`src/rtl/hdb_pkg.sv`:
```
package hdb_pkg;

    localparam int ST_DB_BIT  = 0;
    localparam int ST_RPL_BIT = 3;
    localparam int RT_LO      = 8;

    typedef enum logic [1:0] {
        ROUTE_PRI  = 2'b00,
        ROUTE_ALT  = 2'b01,
        ROUTE_BOTH = 2'b10,
        ROUTE_NONE = 2'b11
    } route_e;

    typedef struct packed {
        logic pri;
        logic alt;
    } pin_sel_t;

    function automatic pin_sel_t route_decode(route_e r);
        pin_sel_t s;
        s.pri = (r == ROUTE_PRI) || (r == ROUTE_BOTH);
        s.alt = (r == ROUTE_ALT) || (r == ROUTE_BOTH);
        return s;
    endfunction

endpackage

```
`src/rtl/hdb_fifo.sv`:
```
module hdb_fifo #(
    parameter int DW    = 32,
    parameter int DEPTH = 4
) (
    input  logic          clk,
    input  logic          rst,
    input  logic          push,
    input  logic [DW-1:0] push_data,
    input  logic          pop,
    output logic [DW-1:0] rdata,
    output logic          empty
);
    localparam int AW = (DEPTH > 1) ? $clog2(DEPTH) : 1;
    localparam int CW = $clog2(DEPTH + 1);

    logic [DW-1:0] mem [DEPTH];
    logic [AW-1:0] wptr, rptr;
    logic [CW-1:0] cnt;
    logic          full, do_push, do_pop;

    assign empty   = (cnt == '0);
    assign full    = (cnt == CW'(DEPTH));
    assign do_push = push && !full;
    assign do_pop  = pop && !empty;
    assign rdata   = empty ? '1 : mem[rptr];

    function automatic logic [AW-1:0] nxt(logic [AW-1:0] p);
        return (p == AW'(DEPTH - 1)) ? '0 : p + 1'b1;
    endfunction

    always_ff @(posedge clk) begin
        if (do_push) mem[wptr] <= push_data;
    end

    always_ff @(posedge clk) begin
        if (rst) begin
            wptr <= '0;
            rptr <= '0;
            cnt  <= '0;
        end else begin
            if (do_push) wptr <= nxt(wptr);
            if (do_pop)  rptr <= nxt(rptr);
            case ({do_push, do_pop})
                2'b10:   cnt <= cnt + 1'b1;
                2'b01:   cnt <= cnt - 1'b1;
                default: cnt <= cnt;
            endcase
        end
    end

    p_no_overflow_r7: assert property (@(posedge clk) disable iff (rst)
        cnt <= CW'(DEPTH));

    p_full_drop_r7: assert property (@(posedge clk) disable iff (rst)
        (full && push && !pop) |=> (cnt == $past(cnt)));

    p_empty_pop_r5: assert property (@(posedge clk) disable iff (rst)
        (empty && pop && !push) |=> empty);

endmodule

```
`src/rtl/hdb_doorbell.sv`:
```
module hdb_doorbell #(
    parameter int DW = 32
) (
    input  logic          clk,
    input  logic          rst,
    input  logic          iop_we,
    input  logic [DW-1:0] iop_data,
    input  logic          clr,
    output logic [DW-1:0] db_value,
    output logic          db_pend
);
    always_ff @(posedge clk) begin
        if (rst) begin
            db_value <= '0;
            db_pend  <= 1'b0;
        end else begin
            if (iop_we) db_value <= iop_data;
            if (iop_we)   db_pend <= 1'b1;
            else if (clr) db_pend <= 1'b0;
        end
    end

    p_db_set_r2: assert property (@(posedge clk) disable iff (rst)
        iop_we |=> (db_pend && db_value == $past(iop_data)));

    p_db_clr_r3: assert property (@(posedge clk) disable iff (rst)
        (clr && !iop_we) |=> !db_pend);

endmodule

```
`src/rtl/hdb_route.sv`:
```
module hdb_route
    import hdb_pkg::*;
(
    input  logic   clk,
    input  logic   rst,
    input  logic   mask_we,
    input  logic   m_db_w,
    input  logic   m_rpl_w,
    input  route_e route_w,
    input  logic   src_db,
    input  logic   src_rpl,
    input  logic   msi_en,
    output logic   m_db,
    output logic   m_rpl,
    output route_e route_q,
    output logic   pri_n,
    output logic   alt_n,
    output logic   msi_req
);
    logic     cond, cond_d;
    pin_sel_t sel;

    always_ff @(posedge clk) begin
        if (rst) begin
            m_db    <= 1'b0;
            m_rpl   <= 1'b0;
            route_q <= ROUTE_PRI;
            cond_d  <= 1'b0;
        end else begin
            if (mask_we) begin
                m_db    <= m_db_w;
                m_rpl   <= m_rpl_w;
                route_q <= route_w;
            end
            cond_d <= cond;
        end
    end

    always_comb begin
        cond    = (src_db && !m_db) || (src_rpl && !m_rpl);
        sel     = route_decode(route_q);
        pri_n   = !(cond && !msi_en && sel.pri);
        alt_n   = !(cond && !msi_en && sel.alt);
        msi_req = msi_en && cond && !cond_d;
    end

    p_msi_quiet_r10: assert property (@(posedge clk) disable iff (rst)
        msi_en |-> (pri_n && alt_n));

    p_mask_block_r8: assert property (@(posedge clk) disable iff (rst)
        (m_db && m_rpl) |-> (pri_n && alt_n && !msi_req));

    p_route_none_r9: assert property (@(posedge clk) disable iff (rst)
        (route_q == ROUTE_NONE) |-> (pri_n && alt_n));

    p_pulse_once_r11: assert property (@(posedge clk) disable iff (rst)
        msi_req |=> !msi_req);

endmodule

```
`src/rtl/hdb_irq_router.sv`:
```
module hdb_irq_router
    import hdb_pkg::*;
#(
    parameter int DW     = 32,
    parameter int QDEPTH = 4
) (
    input  logic          clk,
    input  logic          rst,
    input  logic          iop_db_we,
    input  logic [DW-1:0] iop_db_data,
    output logic [DW-1:0] host_db_value,
    input  logic          host_stat_we,
    input  logic [DW-1:0] host_stat_wdata,
    output logic [DW-1:0] host_status,
    input  logic          host_mask_we,
    input  logic [DW-1:0] host_mask_wdata,
    output logic [DW-1:0] host_mask,
    input  logic          msi_en,
    input  logic          rpl_push,
    input  logic [DW-1:0] rpl_push_data,
    input  logic          rpl_pop,
    output logic [DW-1:0] rpl_rdata,
    input  logic          free_push,
    input  logic [DW-1:0] free_push_data,
    input  logic          req_pop,
    output logic [DW-1:0] req_rdata,
    output logic          int_pri_n,
    output logic          int_alt_n,
    output logic          msi_req
);
    logic   db_pend, rpl_empty, req_empty;
    logic   m_db, m_rpl;
    route_e route_q;
    logic   unused_bits;

    assign unused_bits = ^{host_stat_wdata[DW-1:1], host_mask_wdata[DW-1:RT_LO+2],
                           host_mask_wdata[RT_LO-1:ST_RPL_BIT+1],
                           host_mask_wdata[ST_RPL_BIT-1:1], req_empty};

    hdb_doorbell #(.DW(DW)) u_db (
        .clk      (clk),
        .rst      (rst),
        .iop_we   (iop_db_we),
        .iop_data (iop_db_data),
        .clr      (host_stat_we && host_stat_wdata[ST_DB_BIT]),
        .db_value (host_db_value),
        .db_pend  (db_pend)
    );

    hdb_fifo #(.DW(DW), .DEPTH(QDEPTH)) u_rpl_q (
        .clk       (clk),
        .rst       (rst),
        .push      (rpl_push),
        .push_data (rpl_push_data),
        .pop       (rpl_pop),
        .rdata     (rpl_rdata),
        .empty     (rpl_empty)
    );

    hdb_fifo #(.DW(DW), .DEPTH(QDEPTH)) u_req_q (
        .clk       (clk),
        .rst       (rst),
        .push      (free_push),
        .push_data (free_push_data),
        .pop       (req_pop),
        .rdata     (req_rdata),
        .empty     (req_empty)
    );

    hdb_route u_route (
        .clk     (clk),
        .rst     (rst),
        .mask_we (host_mask_we),
        .m_db_w  (host_mask_wdata[ST_DB_BIT]),
        .m_rpl_w (host_mask_wdata[ST_RPL_BIT]),
        .route_w (route_e'(host_mask_wdata[RT_LO+1:RT_LO])),
        .src_db  (db_pend),
        .src_rpl (!rpl_empty),
        .msi_en  (msi_en),
        .m_db    (m_db),
        .m_rpl   (m_rpl),
        .route_q (route_q),
        .pri_n   (int_pri_n),
        .alt_n   (int_alt_n),
        .msi_req (msi_req)
    );

    always_comb begin
        host_status              = '0;
        host_status[ST_DB_BIT]   = db_pend;
        host_status[ST_RPL_BIT]  = !rpl_empty;
        host_mask                = '0;
        host_mask[ST_DB_BIT]     = m_db;
        host_mask[ST_RPL_BIT]    = m_rpl;
        host_mask[RT_LO+1:RT_LO] = route_q;
    end

    p_reply_bit_r4: assert property (@(posedge clk) disable iff (rst)
        (rpl_push && !rpl_pop) |=> host_status[ST_RPL_BIT]);

endmodule

```
`config.mk`:
```
export PLATFORM = sky130hd
export DESIGN_NAME = hdb_irq_router
export DESIGN_NICKNAME = d
export VERILOG_FILES = /design/src/rtl/hdb_pkg.sv /design/src/rtl/hdb_fifo.sv /design/src/rtl/hdb_doorbell.sv /design/src/rtl/hdb_route.sv /design/src/rtl/hdb_irq_router.sv
export SDC_FILE = /design/constraint.sdc
export NUM_CORES = 1
export LEC_CHECK = 0
export BUFFER_PORTS_ARGS = -buffer_cell sky130_fd_sc_hd__buf_2
export CORE_ASPECT_RATIO = 1.1
export CORE_MARGIN = 2
export CORE_UTILIZATION = 30
export DETAILED_ROUTE_END_ITERATION = 8
export GPL_ROUTABILITY_DRIVEN = 1
export SETUP_SLACK_MARGIN = 0.15
export SLEW_MARGIN = 20
export SYNTH_ARGS = -nofsm -noshare
export SYNTH_HDL_FRONTEND = slang
export SYNTH_SLANG_ARGS = --single-unit
```
`constraint.sdc`:
```
create_clock -name clk -period 3.2 [get_ports clk]
set_clock_uncertainty 0.15 [all_clocks]
set_input_delay 0.64 -clock clk [delete_from_list [all_inputs] [get_ports clk]]
set_output_delay 0.64 -clock clk [all_outputs]
set_load 0.01 [all_outputs]
```
[Yosys cells after proc, flatten, opt, wreduce, memory -nomap -nowiden]
Memories as Yosys holds them, arrays and structs flattened. A register that Yosys moved wholly into a read port is not among the register bits.
Cells that the tools add are included.
Cells by class
  bitwise gates (word level): 0
  div/mod/pow operators: 0
  $mul: 0
  eq/ne operators: 12
  multiplexer cells: 18
  reductions and logical operators: 31
  order comparisons: 0
  shift-type cells: 0
  add/subtract/negate cells: 8
Operators with widths (count)
  $mux 32: 2
  $mux 2: 8
  $eq 2x2->1 const B: 7
  $logic_and 1x1->1: 12
  $pmux 3 s2: 2
  $logic_not 1->1: 10
  $add 2x1->2 const B: 4
  $add 3x1->3 const B: 2
  $eq 2x1->1 const B: 3
  $eq 3x3->1 const B: 2
  $logic_not 3->1: 2
  $mux 1: 6
  $reduce_bool 2->1: 3
  $sub 3x1->3 const B: 2
  $logic_or 1x1->1: 3
  $logic_not 2->1: 1
Word-level totals
  memory bits (read-only): 0
  latch bits: 0
  logic and storage cells: 83
  memories: 2
  flip-flop bits (word level): 52
  output and inout bits: 163
  memory bits (writable): 256
Memories
  u_req_q.mem: depth 4, width 32, rd ports 1, clocked after Yosys merged registers in 1, write ports 1, RTL line hdb_fifo.sv:16  | logic [DW-1:0] mem [DEPTH];
  u_rpl_q.mem: depth 4, width 32, rd ports 1, clocked after Yosys merged registers in 1, write ports 1, RTL line hdb_fifo.sv:16

[Depth between registers and ports, before layout]
Gate-level depths: netlist of the first run.
  depth in word-level cells: 7
  depth in mapped cells: 9

[Hierarchy]
A second synthesis of the first run with hierarchy kept.
Unflattened totals
  cell total of the unflattened synthesis: 707
  area total of the unflattened synthesis: 12625.9 sq um
Modules (own cells, without submodules)
  hdb_fifo: times used 2, area an instance 5343.9 sq um, sequential area each 4023.9 sq um, cells each 254
  hdb_doorbell: times used 1, area an instance 1204.9 sq um, sequential area each 660.6 sq um, cells each 108
  hdb_irq_router: times used 1, area an instance 471.7 sq um, sequential area each 0.0 sq um, cells each 64
  hdb_route: times used 1, area an instance 261.5 sq um, sequential area each 100.1 sq um, cells each 27

[Worst setup path after synthesis of the first run]
OpenSTA, ideal clock, no wires.
  kind: register -> register
  start: reg u_req_q.cnt[2]
  end: reg u_req_q.cnt[2]
  stages on the path, launching flop included: 10
  arrival time: 2.210 ns
  required time: 2.979 ns
  setup slack: 0.770 ns
  period minus slack after synthesis: 2.430 ns
  path buffers: 0
  cell sequence: dfxtp_1 or3b_1 and2_1 inv_1 ha_1 inv_1 fa_1 xor2_1 or3_1 a21oi_1
Between the ends
  cells in the longest elaborated chain, start to end: 5
RTL lines
  from (decl): RTL line hdb_fifo.sv:18  | logic [CW-1:0] cnt;
  from (signal assigned): RTL line hdb_fifo.sv:44  | 2'b10: cnt <= cnt + 1'b1;
  from (signal assigned): RTL line hdb_fifo.sv:45  | 2'b01: cnt <= cnt - 1'b1;
  from (signal assigned): RTL line hdb_fifo.sv:46  | default: cnt <= cnt;
  $eq 3x3->1 or $logic_not 3->1 (tied branches): RTL line hdb_fifo.sv:22, hdb_fifo.sv:21
  $logic_not 1->1, on equally long branches: RTL line hdb_fifo.sv:23, hdb_fifo.sv:24
  $logic_and 1x1->1, on equally long branches: RTL line hdb_fifo.sv:23, hdb_fifo.sv:24
  $eq 2x1->1 or $eq 2x2->1 (tied branches): RTL line hdb_fifo.sv:43  | case ({do_push, do_pop})
  $pmux 3 s2 or $reduce_bool 2->1 (tied branches)
Parallel ways exist; a longest one is shown, timed or not.
A chain may end at the register's enable or synchronous reset.

==> results of run 1 <==
-- synthesized netlist by cell type (5+ instances only) --
library cell,number
edfxtp_1,256
ha_1,14
clkbuf_1,16
and3_1,8
inv_1,18
dfxtp_1,56
mux4_2,60
mux2i_1,40
buf_12,6
a21oi_1,7
buf_2,6
buf_4,62
nor2_1,47
or3_1,5
or2_1,60
-- layout make-up --
type | instances | area, um2 | share of cell area [%]
Antenna cell | 2 | 5.00 | 0.0330
Clock buffer | 45 | 892 | 5.88
Timing Repair Buffer | 244 | 1360 | 8.95
Clock inverter | 15 | 149 | 0.981
Sequential cell | 312 | 8820 | 58.1
Multi-Input combinational cell | 339 | 3190 | 21.0
Tap cell | 560 | 701 | 4.61
Inverter | 18 | 67.6 | 0.445
-- through the flow --
step,instances,total power [mW]
2_1_floorplan,762,7.12
3_3_place_gp,1466,8.19
3_5_place_dp,1466,8.21
4_1_cts,1526,12.0
5_1_grt,1533,12.5
6_report,1535,11.8
-- flip-flops by register name, indices dropped and copies added, names as in the netlist, 2 cells and up, named ones only --
signal and cells:
u_rpl_q.cnt 3, u_db.db_value 32, u_req_q.rptr 2, u_req_q.wptr 2
u_rpl_q.wptr 2, u_req_q.mem 128, u_req_q.cnt 3, u_rpl_q.mem 128
u_rpl_q.rptr 2, u_route.route_q 2
-- how the worst min path moves through the flow --
stage | start | to | slack, ns | cells past startpoint
after global placement | u_db.db_value[15] | u_db.db_value[15] | 0.32 | 2
final | rpl_push_data[23] | u_rpl_q.mem[3][23] | 0.18 | 1
after floorplan | u_rpl_q.rptr[0] | flip-flop | 0.31 | 2
after detailed placement | u_db.db_value[8] | u_db.db_value[8] | 0.33 | 2
after CTS | free_push_data[27] | u_req_q.mem[3][27] | 0.13 | 1
after global routing | free_push_data[27] | u_req_q.mem[0][27] | 0.15 | 1
-- repair_timing --
item,in CTS,in global routing
cloned,0,0
gates resized for setup,4,3
setup buffers,0,7
setup endpoints to repair,47,6
-- critical path, cell delays in order (launching register included) --
cell     delay (ns)
dfxtp_4        0.48
buf_8          0.22
mux4_2         0.51
or2_1          0.24
buf_2          0.15
-- where the power goes --
part,total (mW),internal [mW],switching (mW)
combinational,3.07,1.47,1.60
sequential,5.03,4.83,0.193
clock,3.70,2.14,1.56
-- cells by family after synthesis --
logic type | Yosys count | share of synthesized area, %
AO/OA/AOI/OAI | 14 | 0.668
XOR/XNOR | 4 | 0.279
adder cells (fa/ha/maj) | 16 | 1.72
buffers and inverters | 111 | 6.13
flip-flops | 312 | 70.2
multiplexers | 104 | 14.8
other | 1 | 0.0299
AND/OR/NAND/NOR | 143 | 6.14
-- layer usage --
metal | global-route usage, % | share of wire [%]
met1 | 13.5 | 41
met3 | 4.26 | 7.4
met4 | 3.71 | 2.3
met2 | 18.8 | 49
met5 | 0 | 0.23
==> flow_summary_export.csv, run 1 <==
group,metric,value,unit
status,status,"finished, final reports clean",
synth,synth_cells,705,
global_routing,overflow,0,
die,die_x,199,um
place,place_area,0.0141,mm2
clock_tree,cts_root_buf,"clkbuf_16",
die,placeableCoreArea,0.0413,mm2
critical_path,critPathLaunchType,"flip-flop",
clock_tree,htreeDepth,2,
routing,num_vias,6525,
synth,ys_seq_area_share,70.2,%
cells_and_area,layout_common_cells,"edfxtp_1, buf_2, mux4_2, or2_1, conb_1",
die,rows,78,
critical_path,r2r_cells,9,
synth,ys_types,33,
sta,hold_viol,0,
synth,ys.warnings.count,0,
sta,setup_ws,0.290,ns
critical_path,timing.reg2reg.setup_slack,0.53,ns
pwr,powerDensity,777,mW/mm2
die,die_h,218,um
synth,syn_area,0.0125,mm2
cells_and_area,final_cell_area,0.0152,mm2
clock_tree,cts_tree,"built",
die,pin_count,333,
sta,holdWs,0.177,ns
clock_tree,cts_buffer_depth,3,
critical_path,path_max_fanout,11,
global_routing,antenna_found_initial,5,
place,dp_worst_setup_slack,0.541,ns
routing,wirelength,24.8,mm
sta,final-setup-viol-count,0,
cells_and_area,utilization,36.8,%
critical_path,r2r-start,"u_rpl_q.cnt[2]",
clock_tree,cts_buffers,34,
critical_path,crit_path_end,"req_rdata[19]",
clock_tree,clkSlewWorstSetupHoldPaths,0.06,ns
synth,yosysTopAreaCellShare,61.3,%
critical_path,required,2.41,ns
global_routing,grt_pass1_wl,37.4,mm
place,place_congestion,0.659,
global_routing,grt.total_usage,11.3,%
clock_tree,clkSinkCount,312,
sta,final.period_utilization,90.9,%
critical_path,crit_arrival,2.12,ns
synth,synthArstFlopShare,0,%
sta,fin_tns_setup,0,ns
synth,syn_avg_cell_area,17.8,um2
place,hpwlAfterDp,16.0,mm
synth,ys_ff_latch,312,
worst_hold_path,hold_class,"input pin to flip-flop",
sta,layout_min_cycle_time,2.91,ns
pwr,p_leak,5.57,nW
clock_tree,clock_latency,0.52,ns
global_routing,grt_pass1_vias,6593,
clock_tree,hold_buffers,0,
place,port_buffers,215,
sta,relSlewSlack,57.1,%
critical_path,worst_setup_path_end_kind,"output pin",
cells_and_area,syn2layout_area_growth,21.1,%
routing,drtAntennaViolNets,0,
pwr,ir_drop,0.000578,V
sta,tightest_slew,0.643,ns
critical_path,r2r_end,"u_rpl_q.cnt[2]",
routing,vias_per_cell,4.25,
routing,post_drt_wl_per_cell,16.2,um
synth,synthFlopType,"edfxtp_1",
die,die-area,0.0435,mm2
routing,dr.pass1.iters,4,
run,maxCapViolations,0,
sta,rsz0062_at_grt,"no",
routing,initialDrtViolationCount,258,
routing,drc,0,
sta,fmax,344,MHz
die,start_util,30.4,%
cells_and_area,drive_above_1_share,37.3,%
critical_path,criticalPathCategory,"flip-flop to output pin",
synth,synth_edf_count,256,
cells_and_area,nFillCells,3946,
cells_and_area,layout_commonest_cell,"edfxtp_1",
synth,synthTopCellsByArea,"edfxtp_1, mux4_2, dfxtp_1, buf_4, mux2i_1",
cells_and_area,fin_nets,1135,
sta,drv_slew,0,
synth,yosysTopAreaCell,"edfxtp_1",
global_routing,grt_max_degree,34,
No activity file was read; power rests on OpenSTA's default activity.
==> run 2, diff against run 1 <==
--- a/config.mk
+++ b/config.mk
@@ -5,6 +5,7 @@
 export SDC_FILE = /design/constraint.sdc
 export NUM_CORES = 1
 export LEC_CHECK = 0
+export ABC_AREA = 1
 export BUFFER_PORTS_ARGS = -buffer_cell sky130_fd_sc_hd__buf_2
 export CORE_ASPECT_RATIO = 1.1
 export CORE_MARGIN = 2
==> run 2 against run 1 <==
  * Worst setup slack better by 0.14 ns
  * Highest routed layer unchanged
  * Design area is 2.4% higher
  * Clock-buffer cell count is 2 lower
  * Largest power group unchanged
  * Sequential power hardly changed
  * Sequential share of layout area is 1.4 points lower
  * First-iteration DRC count is 50% higher
  * Critical path type unchanged
  * Wire length is 11% higher
  * Via count is 28% higher
  * Critical endpoint is now rpl_rdata[31]
==> flow_summary_export.csv, run 2 <==
group,metric,value,unit
status,status,"finished, final reports clean",
place,place_congestion,0.722,
pwr,p_leak,6.11,nW
cells_and_area,nFillCells,4163,
synth,synth.top_cells.by_count,"edfxtp_1, nor2_1, inv_1, nand3_1, nand2_1",
routing,initialDrtViolationCount,388,
synth,synth_cells,1098,
die,rows,79,
critical_path,crit_arrival,1.98,ns
synth,synth_compound_area_share,10.2,%
sta,setup_ws,0.432,ns
routing,vias_per_cell,4.39,
clock_tree,htreeDepth,2,
run,maxCapViolations,0,
critical_path,path_max_fanout,49,
synth,synthFlopType,"edfxtp_1",
clock_tree,hold_buffers,0,
die,die_x,202,um
clock_tree,cts_root_buf,"clkbuf_16",
cells_and_area,fin_nets,1498,
global_routing,grt_pass1_vias,8238,
cells_and_area,top_regs,"u_req_q.mem: 128 flops, u_rpl_q.mem: 128 flops, u_db.db_value: 32 flops",
synth,synthTopCellsByArea,"edfxtp_1, dfxtp_1, nor2_1, buf_4, inv_1",
pwr,seqPwrFrac,40.1,%
sta,fmax,361,MHz
sta,rsz0062_at_grt,"no",
pwr,p_int,8.39,mW
synth,synth.most_common_cell,"edfxtp_1",
cells_and_area,syn2layout_area_growth,19.8,%
critical_path,worst_setup_path_end_kind,"output pin",
sta,tightest_slew,0.931,ns
sta,relSlewSlack,37.6,%
synth,synth_edf_count,256,
synth,ys_types,27,
worst_hold_path,hold_class,"input pin to flip-flop",
place,dp_worst_setup_slack,0.859,ns
pwr,p_comb_share,29.0,%
synth,yosys-mux-area-fraction,0,%
clock_tree,clkSlewWorstSetupHoldPaths,0.06,ns
global_routing,grt.total_usage,12.1,%
clock_tree,cts_buffer_depth,3,
critical_path,criticalPathCategory,"flip-flop to output pin",
clock_tree,clkSinkCount,312,
global_routing,overflow,0,
routing,drc,0,
synth,synth_top_family_by_area,"simple AND/OR/NAND/NOR gates",
routing,post_drt_wl_per_cell,14.4,um
clock_tree,cts_buffers,35,
clock_tree,cts_setup_buffers,0,
synth,yosysTopAreaCell,"edfxtp_1",
clock_tree,clock_latency,0.53,ns
sta,hold_viol,0,
synth,synthSimpleGateAreaFrac,11.1,%
pwr,ir_drop,0.000578,V
cells_and_area,layout_common_cells,"edfxtp_1, buf_2, nor2_1",
place,hpwlAfterDp,16.5,mm
sta,final-setup-viol-count,0,
routing,num_vias,8367,
clock_tree,cts_resized,0,
pwr,power_switching,4.13,mW
die,start_util,30.5,%
pwr,netSwitchingFraction,33.0,%
cells_and_area,drive_above_1_share,24.2,%
synth,syn_avg_cell_area,11.8,um2
synth,ys_seq_area_share,67.9,%
cells_and_area,layout_commonest_cell,"edfxtp_1",
sta,final.period_utilization,86.5,%
sta,fin_tns_setup,0,ns
synth,synth-adder-area-share,1.66,%
synth,yosysTopAreaCellShare,59.2,%
synth,synthArstFlopShare,0,%
global_routing,antenna_found_initial,5,
die,die-area,0.0449,mm2
critical_path,critPathLaunchType,"flip-flop",
routing,wirelength,27.4,mm
critical_path,required,2.41,ns
synth,ys_ff_latch,312,
routing,drtAntennaViolNets,0,
place,port_buffers,215,
clock_tree,cts_tree,"built",
sta,layout_min_cycle_time,2.77,ns
synth,synth-xor-area-share,0,%
global_routing,grt_pass1_wl,43.4,mm
pwr,pwr-share-clk,30.8,%
synth,syn_area,0.0130,mm2
die,pin_count,333,
die,placeableCoreArea,0.0425,mm2
die,die_h,222,um
pwr,powerDensity,806,mW/mm2
sta,drv_slew,0,
routing,dr.pass1.iters,4,
global_routing,grt_max_degree,65,
synth,ys.warnings.count,0,
[run 2: layer usage]
metal / part of all wire [%] / GRT usage (%) / wire length, um / vias to the layer above
met1: 41 / 14.0 / 11300 / 3956
met4: 2.5 / 4.03 / 682 / 6
met5: 0.12 / 0 / 34 / -
met3: 7.3 / 3.87 / 2020 / 49
li1: - / - / - / 4107
met2: 49 / 20.9 / 13400 / 249
[run 2: worst paths after layout]
path,slack [ns],startpoint,cells past startpoint,endpoint
worst max register to register,0.89,u_req_q.cnt[1],13,u_req_q.cnt[2]
worst min register to register,0.33,u_db.db_pend,2,u_db.db_pend
worst max-delay path,0.43,flip-flop,5,rpl_rdata[31]
worst min-delay path,0.15,rst,2,u_db.db_pend
[run 2: cells by family after synthesis]
kind of cell             after synthesis
buffers and inverters                223
flip-flops                           312
adder cells (fa/ha/maj)               16
AO/OA/AOI/OAI                        214
other                                  1
AND/OR/NAND/NOR                      332
[run 2: cell type report]
class | count | area [um2] | area share, %
Antenna cell | 2 | 5.00 | 0.0322
Sequential cell | 312 | 8810 | 56.7
Multi-Input combinational cell | 620 | 3210 | 20.7
Tap cell | 567 | 709 | 4.56
Clock buffer | 43 | 927 | 5.97
Inverter | 105 | 397 | 2.55
Timing Repair Buffer | 238 | 1290 | 8.28
Clock inverter | 18 | 193 | 1.24
[run 2: critical path, cell delays in order, from the launching register on]
cell and delay, ns:
dfxtp_4 0.68, buf_4 0.31, nand2_1 0.08, o211ai_1 0.08, nand3_1 0.10, buf_2 0.16
[run 2: through the flow]
stage          instance area (um2)  hold WS (ns)  instances  total power [mW]  utilization [%]
2_1_floorplan                13200         0.294       1155              7.51                -
6_report                     15500         0.146       1905              12.5             36.6
3_5_place_dp                 14400         0.324       1842              8.81             33.9
4_1_cts                      15500         0.106       1903              12.8             36.6
5_1_grt                      15500         0.119       1904              13.3             36.6
3_3_place_gp                 14400         0.310       1842              8.75             33.9
[run 2: power by group through the flow]
stage	sequential (mW)	clock (mW)	combinational [mW]
6_report	5.03	3.86	3.64
5_1_grt	5.07	4.14	4.06
4_1_cts	5.03	4.00	3.72
3_5_place_dp	5.11	0	3.70
3_3_place_gp	5.10	0	3.65
2_1_floorplan	5.04	0	2.47
